===== config.mk =====
export PLATFORM = sky130hd
export DESIGN_NAME = grp_irq_encoder
export DESIGN_NICKNAME = d
export VERILOG_FILES = /design/src/rtl/grp_irq_encoder.sv
export SDC_FILE = /design/constraint.sdc
export NUM_CORES = 1
export LEC_CHECK = 0
export BUFFER_PORTS_ARGS = -buffer_cell sky130_fd_sc_hd__buf_2
export CAP_MARGIN = 20
export CORE_ASPECT_RATIO = 1.25
export CORE_UTILIZATION = 30
export DETAILED_ROUTE_END_ITERATION = 6
export HOLD_SLACK_MARGIN = 0.06
export SETUP_SLACK_MARGIN = 0.3
export SLEW_MARGIN = 20
export SYNTH_ARGS = -nofsm -noshare
export SYNTH_HDL_FRONTEND = slang
export SYNTH_SLANG_ARGS = --single-unit
export TNS_END_PERCENT = 50

===== constraint.sdc =====
create_clock -name clk -period 3 [get_ports clk]
set_input_delay 0.3 -clock clk [delete_from_list [all_inputs] [get_ports clk]]
set_output_delay 0.3 -clock clk [all_outputs]
set_load 0.02 [all_outputs]

===== src/rtl/grp_irq_encoder.sv =====
module grp_irq_encoder #(
  parameter int          CRIT_N        = 4,
  parameter int          MAIN_N        = 17,
  parameter int          PERI_N        = 32,
  parameter int          CRIT_HI_CODE  = 2,
  parameter int          MAIN_MED_CODE = 4,
  parameter logic [31:0] MAIN_MASK_RST = 32'h0001_0fff,
  parameter logic [31:0] PERI_MASK_RST = 32'h7fff_fc00
) (
  input  logic              clk,
  input  logic              rst_n,
  input  logic [CRIT_N-1:0] crit_req,
  input  logic [MAIN_N-1:0] main_req,
  input  logic [PERI_N-1:0] peri_req,
  input  logic              reg_wr,
  input  logic [1:0]        reg_addr,
  input  logic [31:0]       reg_wdata,
  output logic [31:0]       reg_rdata,
  output logic [31:0]       irq_status,
  output logic              irq_pend
);

  localparam int MAIN_TOP = 16;
  localparam int PERI_TOP = 31;
  localparam int CW = 2;
  localparam int MW = 5;
  localparam int PW = 5;
  localparam int BW = PW + 1;

  logic [31:0]       main_mask, peri_mask;
  logic [BW-1:0]     boost_hi, boost_med;
  logic [CRIT_N-1:0] crit_live;
  logic [MAIN_N-1:0] main_live;
  logic [PERI_N-1:0] peri_live;
  logic [CW-1:0]     c_idx;
  logic [MW-1:0]     m_idx;
  logic [PW-1:0]     p_idx;
  logic              c_hit, m_hit, p_hit, hi_up, med_up;
  logic [31:0]       status_d;

  always_ff @(posedge clk or negedge rst_n) begin
    if (!rst_n) begin
      main_mask <= MAIN_MASK_RST;
      peri_mask <= PERI_MASK_RST;
      boost_hi  <= '0;
      boost_med <= '0;
    end else if (reg_wr) begin
      case (reg_addr)
        2'd0: main_mask <= reg_wdata;
        2'd1: peri_mask <= reg_wdata;
        2'd2: boost_hi  <= reg_wdata[BW-1:0];
        default: boost_med <= reg_wdata[BW-1:0];
      endcase
    end
  end

  always_comb begin
    case (reg_addr)
      2'd0: reg_rdata = main_mask;
      2'd1: reg_rdata = peri_mask;
      2'd2: reg_rdata = {{(32-BW){1'b0}}, boost_hi};
      default: reg_rdata = {{(32-BW){1'b0}}, boost_med};
    endcase
  end

  always_comb begin
    for (int i = 0; i < CRIT_N; i++) crit_live[i] = crit_req[i] && (i != CRIT_HI_CODE);
    for (int i = 0; i < MAIN_N; i++)
      main_live[i] = main_req[i] && !main_mask[MAIN_TOP-i] && (i != MAIN_MED_CODE);
    for (int i = 0; i < PERI_N; i++) peri_live[i] = peri_req[i] && !peri_mask[PERI_TOP-i];
  end

  always_comb begin
    c_idx = '0;
    m_idx = '0;
    p_idx = '0;
    for (int i = CRIT_N-1; i >= 0; i--) if (crit_live[i]) c_idx = CW'(i);
    for (int i = MAIN_N-1; i >= 0; i--) if (main_live[i]) m_idx = MW'(i);
    for (int i = PERI_N-1; i >= 0; i--) if (peri_live[i]) p_idx = PW'(i);
  end

  assign c_hit  = |crit_live;
  assign m_hit  = |main_live;
  assign p_hit  = |peri_live;
  assign hi_up  = p_hit && boost_hi[PW]  && (boost_hi[PW-1:0]  == p_idx);
  assign med_up = p_hit && boost_med[PW] && (boost_med[PW-1:0] == p_idx);

  always_comb begin
    status_d = '0;
    if (c_hit)      status_d[10:8] = {1'b1, c_idx};
    else if (hi_up) status_d[10:8] = {1'b1, CW'(CRIT_HI_CODE)};
    if (m_hit)       status_d[21:16] = {1'b1, m_idx};
    else if (med_up) status_d[21:16] = {1'b1, MW'(MAIN_MED_CODE)};
    if (p_hit)      status_d[29:24] = {1'b1, p_idx};
  end

  always_ff @(posedge clk or negedge rst_n) begin
    if (!rst_n) begin
      irq_status <= '0;
      irq_pend   <= 1'b0;
    end else begin
      irq_status <= status_d;
      irq_pend   <= c_hit | m_hit | p_hit;
    end
  end


  crit_valid_chk: assert property (@(posedge clk) disable iff (!rst_n)
    c_hit |=> irq_status[10]);

  main_valid_chk: assert property (@(posedge clk) disable iff (!rst_n)
    m_hit |=> irq_status[21]);

  peri_valid_chk: assert property (@(posedge clk) disable iff (!rst_n)
    p_hit |=> irq_status[29]);

  zero_field_chk: assert property (@(posedge clk) disable iff (!rst_n)
    ((irq_status & 32'hC0C0_F8FF) == 32'h0) &&
    (irq_status[10] || irq_status[9:8] == 2'd0) &&
    (irq_status[21] || irq_status[20:16] == 5'd0) &&
    (irq_status[29] || irq_status[28:24] == 5'd0));

  hi_code_chk: assert property (@(posedge clk) disable iff (!rst_n)
    (irq_status[10] && irq_status[9:8] == CW'(CRIT_HI_CODE)) |-> irq_status[29]);

  med_code_chk: assert property (@(posedge clk) disable iff (!rst_n)
    (irq_status[21] && irq_status[20:16] == MW'(MAIN_MED_CODE)) |-> irq_status[29]);

  pend_match_chk: assert property (@(posedge clk) disable iff (!rst_n)
    irq_pend == (irq_status[10] | irq_status[21] | irq_status[29]));

endmodule


* Word-level counts from Yosys, hierarchy flattened
Index checks and enable logic that the tools add are counted.
W data, S select, Z words.
** Word-level totals
- Bits of input ports :: 90
- Output and inout port bits :: 65
- Register bits after elaboration :: 92
- Logic and storage cells :: 179
** Cells by class
- Eq/ne operators :: 4
- Reduce and logical (&&, ||, !) cells :: 109
- Muxes and demuxes :: 57
- Bitwise logic cells :: 3
** Operators with widths (count)
- $mux W5 :: 48
- $pmux W32 S3 :: 1
- $logic_and A1 B1 Y1 :: 52
- $logic_not A1 Y1 :: 48
- $reduce_or A32 Y1 :: 1
- $mux W6 :: 3
- $reduce_or A16 Y1 :: 1
- $eq A5 B5 Y1 :: 2
- $reduce_and A2 Y1 :: 4
- $mux W2 :: 3
- $mux W3 :: 2
- $reduce_or A3 Y1 :: 2
- $eq A2 B1 Y1 const B :: 1
- $eq A2 B2 Y1 const B :: 1
- $logic_not A2 Y1 :: 1
- $or A1 B1 Y1 :: 2
- $not A1 Y1 :: 1

* Logic depth before layout (Yosys ltp)
Gate-level depths: netlist (run 1).
- Depth in word-level cells :: 38
- Mapped depth :: 9
- Depth with buffers taken out :: 8

* Least setup slack after synthesis (run 1)
Ideal clock, no wire load.
- Path type :: register to register
- Start point :: reg peri_mask[19]
- End point :: reg irq_status[9]
- Period minus slack after synthesis :: 2.670 ns
- Library setup time :: 0.064 ns
- Cell stages (with the launch flop) :: 8
- Required time :: 2.936 ns
- Slack :: 0.330 ns
- Arrival :: 2.606 ns
- Path through :: dfstp_2 -> and2b_1 -> or4_4 -> or4_4 -> or2_1 -> a2111oi_0 -> and4_1 -> o21a_1
** On the way
- Cells in the longest elaborated chain, start to end :: 19
** Ends and longest elaborated chain
- from (decl) :: RTL line 30 : logic [31:0] main_mask, peri_mask;
- from (signal assigned) :: RTL line 50 : 2'd1: peri_mask <= reg_wdata;
- $logic_not A1 Y1 (*) :: RTL line 70 : for (int i = 0; i < PERI_N; i++) peri_live[i] = peri_req[i] && !peri_mask[PERI_TOP-i];
- $logic_and A1 B1 Y1 (*) :: RTL line 70
- $mux W5 (13 in series) :: RTL line 79 : for (int i = PERI_N-1; i >= 0; i--) if (peri_live[i]) p_idx = PW'(i);
- $eq A5 B5 Y1 :: RTL line 85 : assign hi_up = p_hit && boost_hi[PW] && (boost_hi[PW-1:0] == p_idx);
- $logic_and A1 B1 Y1 (*) :: RTL line 85
- $mux W3 (*) :: RTL line 91 : else if (hi_up) status_d[10:8] = {1'b1, CW'(CRIT_HI_CODE)};
- $mux W3 (*) :: RTL line 90 : if (c_hit) status_d[10:8] = {1'b1, c_idx};
- named net status_d[9] :: RTL line 39 : logic [31:0] status_d;
- to (signal assigned) :: RTL line 102 : irq_status <= status_d;
- to (decl) :: RTL line 19 : output logic [31:0] irq_status,
Mark *: on every way through the listed nets, which the timed path passes. The rest lies on a longest branch.
A chain may end at the register's enable or synchronous reset.

* Final worst setup path (run 1)
- Start point :: reg peri_mask[19]
- End point :: reg irq_status[18]
** On the way
- Cells in the longest elaborated chain, start to end :: 19
** Ends and longest elaborated chain
- $logic_not A1 Y1 (*) :: RTL line 70
- $logic_and A1 B1 Y1 (*) :: RTL line 70
- $mux W5 (13 in series) :: RTL line 79
- $eq A5 B5 Y1 :: RTL line 86 : assign med_up = p_hit && boost_med[PW] && (boost_med[PW-1:0] == p_idx);
- $logic_and A1 B1 Y1 (*) :: RTL line 86
- $mux W6 (*) :: RTL line 93 : else if (med_up) status_d[21:16] = {1'b1, MW'(MAIN_MED_CODE)};
- $mux W6 (*) :: RTL line 92 : if (m_hit) status_d[21:16] = {1'b1, m_idx};
- named net status_d[18] :: RTL line 39
Marks and branches as above.

==> results of run 1 <==
==> sequential cells by signal, indices dropped and copies added, names as in the netlist <==
signal,flops
main_mask,32
peri_mask,32
irq_status,15
boost_hi,6
boost_med,6
irq_pend,1
==> what timing repair did <==
| item | 4_1_cts | 5_1_grt |
|---|---|---|
| pin swaps | 6 | 8 |
| setup endpoints to repair | 4 | 4 |
| hold buffers | 1 | 0 |
| gates resized for setup | 6 | 3 |
| endpoints found under the hold margin | 30 | 0 |
| setup buffers | 1 | 0 |
==> critical path: cells and delay by family (launching register included) <==
family | cells | cell delay [ns]
AO/OA/AOI/OAI | 2 | 0.45
AND/OR/NAND/NOR | 5 | 1.75
flip-flops | 1 | 0.53
buffers and inverters | 1 | 0.13
==> path summary, 6_finish.rpt <==
kind | from | to | slack, ns
max | peri_mask[19] | irq_status[18] | 0.06
min | crit_req[0] | irq_status[8] | 0.14
max reg2reg | peri_mask[19] | irq_status[18] | 0.06
min reg2reg | main_mask[18] | main_mask[18] | 0.51
max in group asynchronous | rst_n | main_mask[6] | 1.74
min in group asynchronous | rst_n | irq_status[8] | 0.53
==> placed cells by master, fill, tap and decap left out, types with 7 or more instances in the layout <==
cell | netlist | layout
clkbuf_16 | 0 | 9
mux2_2 | 77 | 77
nand2b_1 | 36 | 35
nor2b_1 | 23 | 23
conb_1 | 1 | 17
nor2_1 | 39 | 39
mux2i_1 | 26 | 26
o21ai_0 | 7 | 7
nand4_1 | 8 | 8
buf_4 | 17 | 14
nand2_1 | 13 | 13
dfstp_2 | 34 | 34
buf_2 | 0 | 134
dfrtp_1 | 58 | 58
o211ai_1 | 7 | 7
a21oi_1 | 10 | 10
==> report_power, final <==
| group | internal, W | leakage, nW | switching, W | total [W] |
|---|---|---|---|---|
| registers | 0.00153 | 1.05 | 0.000160 | 0.00169 |
| logic | 0.000520 | 1.68 | 0.000577 | 0.00110 |
| clock network | 0.000859 | 0.173 | 0.000470 | 0.00133 |
| total | 0.00291 | 2.89 | 0.00121 | 0.00411 |
==> layer usage <==
| metal | track usage (%) | wire length, microns | part of all wire [%] | up-vias |
|---|---|---|---|---|
| li1 | - | - | - | 1829 |
| met1 | 20.0 | 5640 | 41 | 1920 |
| met2 | 27.7 | 6990 | 50 | 135 |
| met3 | 4.06 | 830 | 6.0 | 21 |
| met4 | 7.82 | 369 | 2.7 | 2 |
| met5 | 0 | 18 | 0.13 | - |
==> metrics by stage <==
stage	power (W)	worst slack (ns)
3_5_place_dp	0.00279	-0.211
5_1_grt	0.00433	-0.0270
3_3_place_gp	0.00275	-0.125
2_1_floorplan	0.00240	0.330
6_report	0.00411	0.0612
4_1_cts	0.00415	0.0523
==> cell type report <==
type,instances,share of cell area (%)
inverter,5,0.294
antenna,1,0.0392
timing repair buffer,152,13.1
clock inverter,4,1.49
clock buffer,12,4.01
multi-input combinational,328,40.2
tap,216,4.23
sequential,92,36.7
==> cell families after synthesis <==
| group | share of synthesized area, % |
|---|---|
| flops | 46.9 |
| xor+xnor | 1.05 |
| other cells | 0.0750 |
| simple gates | 16.8 |
| mux | 25.3 |
| buf+inv | 4.05 |
| compound gates | 5.91 |
==> impl_metrics.csv, run 1 <==
group,metric,value,unit
outcome,status,"finished, final reports clean",
finish,fin_cells,810,
clock_tree,cts.sinks,92,
die,fp.dieArea,0.0172,sq mm
die,die_w,117,microns
critical_path,critPathRequiredTime,3.27,ns
sta,fmax,340,MHz
routing,ant_nets,0,
critical_path,cp_slowest_cell,"or4_4",
logic_synthesis,synthTopCellsByArea,"dfrtp_1 (29%), dfstp_2 (18%), mux2_2 (17%), mux2i_1 (5.2%), nand2b_1 (4.5%)",
critical_path,crit_top_cell,"or4_4",
logic_synthesis,yosysUniqueCellTypes,48,
sta,hold_violations,0,
grt,grt_usage,16.6,%
placed_design,dp_hpwl,10700,microns
logic_synthesis,synthFlopType,"dfrtp_1",
critical_path,arrival,3.21,ns
die,core_area,0.0163,sq mm
sta,setup_tns,0,ns
power_and_ir_drop,ir_drop,0.000230,V
power_and_ir_drop,pwr_density_cell,643,mW/mm^2
critical_path,crit_type,"flop to flop",
clock_tree,h-tree-depth,3,
logic_synthesis,yosysMostFrequentCell,"mux2_2",
sta,rsz0062_at_grt,"yes",
grt,grt_pass1_vias,4025,
clock_tree,path_clk_slew,0.06,ns
clock_tree,ctsRootBufferMaster,"clkbuf_16",
finish,seq_area,0.00234,sq mm
min_path,hold_depth,2,
logic_synthesis,yosysSeqAreaShare,46.9,%
clock_tree,clk_latency,0.35,ns
logic_synthesis,yosys-top-cells-count,"mux2_2 (77), dfrtp_1 (58), nor2_1 (39)",
finish,drive_gt1_share,49.6,%
sta,setup_viol,0,
logic_synthesis,ys.warnings.count,0,
logic_synthesis,avgSynthCellArea,11.3,sq um
routing,firstDrtPassIters,4,
critical_path,r2r_cells,8,
logic_synthesis,yosysTopAreaCell,"dfrtp_1",
sta,slew-limit-headroom,44.4,%
routing,route.detailed.drc,0,
clock_tree,numCtsBuffers,9,
grt,grt_overflow,0,
routing,via_per_inst,4.82,
power_and_ir_drop,total_leakage_power,2.89,nW
grt,grt_start_max_net_pins,51,
placed_design,dp_cells,791,
flow_run,maxCapViolations,0,
finish,layout.nets,678,
sta,hold_slack,0.136,ns
die,start_util,30.7,%
routing,wl,13900,microns
sta,fin_crit_sh,98.0,%
logic_synthesis,ys_ff_latch,92,
min_path,worst_hold_path_type,"primary input to flop",
critical_path,critPathLaunchType,"flop",
routing,wl_per_cell,17.1,microns
placed_design,place_area,0.00597,sq mm
finish,multi_input_comb_area,0.00257,sq mm
grt,antenna_found_initial,2,
logic_synthesis,synth_area,0.00500,sq mm
critical_path,cpPeakStageDelay,0.55,ns
logic_synthesis,postSynthCellCount,441,
die,ioPinCount,155,
critical_path,crit_path_end_kind,"flop",
clock_tree,cts_buffer_depth,2,
sta,drv_slew,0,
logic_synthesis,yosys.area.top_type_share,29.0,%
critical_path,crit_fanout,3,
placed_design,place.gp.congestion,0.841,
sta,tightest_slew,0.834,ns
routing,num_vias,3907,
placed_design,place.port_buffers,135,
sta,layout_min_cycle_time,2.94,ns
sta,fin_skew,0.00611,ns
clock_tree,cts_tree,"done",
logic_synthesis,synth-edff-count,0,
critical_path,crit_chain,"and2b_1 > or4_4 > or4_4 > or2_4 > buf_6 > a2111oi_4 > nand4_1 > o21ai_1",
grt,grt_pass1_wl,21700,microns
logic_synthesis,async_flop_share,100,%
finish,n_fill_cell,1637,
die,row_count,52,
finish,postLayoutCellArea,0.00639,sq mm
die,die_h,146,microns
routing,drt_iter0_drc,153,
finish,syn2layout_area_growth,27.8,%
finish,utilization,39.3,%
Note: power is estimated with default switching activity, not from simulation.
==> run 2, diff against run 1 <==
--- a/config.mk
+++ b/config.mk
@@ -12,5 +12,5 @@
 export DETAILED_ROUTE_END_ITERATION = 6
 export HOLD_SLACK_MARGIN = 0.06
-export SETUP_SLACK_MARGIN = 0.3
+export SETUP_SLACK_MARGIN = 0.4
 export SLEW_MARGIN = 20
 export SYNTH_ARGS = -nofsm -noshare
==> constraint.sdc (replaced) <==
create_clock -name clk -period 3 [get_ports clk]
set_input_delay 0.3 -clock clk [delete_from_list [all_inputs] [get_ports clk]]
set_output_delay 0.3 -clock clk [all_outputs]
set_load 0.005 [all_outputs]
==> run 2 against run 1 <==
Routed wire length down 1.8%; critical path depth unchanged; die area unchanged; clock-buffer cell count unchanged; fmax up 3.2%; total power down 3.5%; sequential power about the same; worst hold slack worse by 0.0075 ns; first-iteration DRC count down 3.9%; critical path type unchanged; critical endpoint is now irq_status[10].
==> impl_metrics.csv, run 2 (same netlist as run 1, synthesis figures left out) <==
group,metric,value,unit
sta,drv_slew,0,
finish,utilization,39.2,%
grt,grt_overflow,0,
critical_path,r2r-start,"peri_mask[19]",
min_path,worst_hold_path_type,"primary input to flop",
sta,fin_skew,0.00864,ns
finish,seq_area,0.00234,sq mm
grt,grt_start_max_net_pins,93,
die,row_count,52,
clock_tree,h-tree-depth,3,
routing,via_per_inst,4.80,
min_path,hold_depth,2,
critical_path,arrival,3.14,ns
placed_design,place.port_buffers,135,
finish,drive_gt1_share,49.5,%
finish,n_fill_cell,1637,
finish,antenna_cells,0,
power_and_ir_drop,ir_drop,0.000257,V
critical_path,crit_top_cell,"or4_4",
routing,firstDrtPassIters,4,
sta,setup_viol,0,
clock_tree,cts.sinks,92,
finish,final_common_cell,"buf_2",
outcome,status,"finished, final reports clean",
clock_tree,path_clk_slew,0.06,ns
sta,fin_crit_sh,94.9,%
sta,slew-limit-headroom,56.2,%
critical_path,crit_fanout,3,
critical_path,r2r_cells,8,
clock_tree,clk_latency,0.35,ns
grt,grt_usage,16.4,%
flow_run,maxCapViolations,0,
clock_tree,ctsRootBufferMaster,"clkbuf_16",
routing,route.detailed.drc,0,
die,die_h,146,microns
sta,hold_violations,0,
die,fp.dieArea,0.0172,sq mm
sta,tightest_slew,0.652,ns
clock_tree,cts_buffer_depth,2,
routing,ant_nets,0,
critical_path,critPathRequiredTime,3.29,ns
critical_path,crit_type,"flop to flop",
min_path,hold_start,"crit_req[0]",
critical_path,crit_chain,"and2b_1 > or4_4 > or4_4 > or2_4 > a2111oi_4 > buf_4 > and4_4 > nand2b_4",
clock_tree,numCtsBuffers,9,
critical_path,r2r_slack,0.15,ns
sta,layout_min_cycle_time,2.85,ns
critical_path,critPathLaunchType,"flop",
finish,layout.nets,677,
sta,fin_ws,0.153,ns
placed_design,place.gp.congestion,0.813,
critical_path,crit_path_end_kind,"flop",
power_and_ir_drop,finalPower,0.00397,W
finish,multi_input_comb_area,0.00257,sq mm
power_and_ir_drop,total_leakage_power,2.88,nW
critical_path,path_buf_inv,1,
placed_design,dp_slack,-0.0410,ns
finish,top_regs,"main_mask: 32 flops, peri_mask: 32 flops, irq_status: 15 flops",
critical_path,critical_path.top_delay_family,"simple AND/OR/NAND/NOR gates",
die,die_w,117,microns
die,core_area,0.0163,sq mm
grt,antenna_found_initial,1,
finish,syn2layout_area_growth,27.6,%
critical_path,rr_endpoint,"irq_status[10]",
routing,drt_iter0_drc,147,
min_path,holdPathEnd,"irq_status[8]",
die,ioPinCount,155,
grt,grt_pass1_wl,21500,microns
sta,fmax,351,MHz
critical_path,cpPeakStageDelay,0.53,ns
finish,layout_common_cells,"buf_2 (134), mux2_2 (76), dfrtp_1 (58)",
routing,wl_per_cell,16.8,microns
grt,grt_pass1_vias,4024,
critical_path,cp_slowest_cell,"dfstp_2",
sta,rsz0062_at_grt,"yes",
die,start_util,30.7,%
critical_path,crit_start,"peri_mask[19]",
routing,num_vias,3882,
routing,wl,13600,microns
power_and_ir_drop,pwr_density_cell,622,mW/mm^2
clock_tree,cts_tree,"done",
placed_design,dp_hpwl,10300,microns
==> run 2: cell types whose count changed in the layout (fill, tap and decap cells not counted), sizes merged <==
cell	previous run	this run
buf	151	150
clkinv	1	0
clkinvlp	0	1
diode	1	0
==> run 2: cell type report <==
class / instances / share of cell area (%)
clock buffers: 12 / 3.86
repair buffers: 151 / 13.0
multi-input cells: 328 / 40.3
clock inverters: 4 / 1.53
flip-flops and latches: 92 / 36.8
well taps: 216 / 4.24
inverters: 5 / 0.294
==> run 2: worst max-delay path by stage <==
stage                      to  slack, ns  cells past startpoint
6_report       irq_status[10]       0.15                      8
5_1_grt        irq_status[18]       0.02                      8
4_1_cts        irq_status[18]       0.09                      8
3_5_place_dp    irq_status[9]      -0.04                      8
3_3_place_gp   irq_status[10]     -0.007                      8
2_1_floorplan   irq_status[9]       0.39                      7
==> run 2: repair_timing <==
action,4_1_cts,5_1_grt
setup buffers,1,0
pin swaps,2,5
hold buffers,1,0
endpoints found under the setup margin,4,4
gates resized for setup,7,3
hold endpoints to repair,58,0
==> run 2: per-layer routing <==
metal / GRT usage, % / share of wire (%) / vias up
li1: - / - / 1822
met1: 19.9 / 43 / 1901
met2: 28.0 / 50 / 131
met3: 4.02 / 4.9 / 26
met4: 6.67 / 2.6 / 2
met5: 0 / 0.096 / -
==> run 2: metrics by stage <==
step	hold WS [ns]	instances	area, sq um	TNS (ns)
after floorplan	0.00441	457	5060	0
after global placement	0.383	790	5960	-0.0131
after detailed placement	0.391	790	5960	-0.0798
after CTS	0.118	808	6360	0
after global routing	0.123	808	6380	0
final	0.128	808	6380	0
==> run 2: power breakdown <==
group	total (W)	switching [W]	leakage, nW	internal [W]
registers	0.00168	0.000153	1.05	0.00153
clock network	0.00132	0.000480	0.163	0.000838
logic	0.000970	0.000455	1.68	0.000515
==> run 2: worst register-to-register path: cells and delay by family, from the launching register on <==
kind            cells  cell delay [ns]
compound gates      1             0.38
buf+inv             1             0.16
simple gates        6             1.72
flops               1             0.53
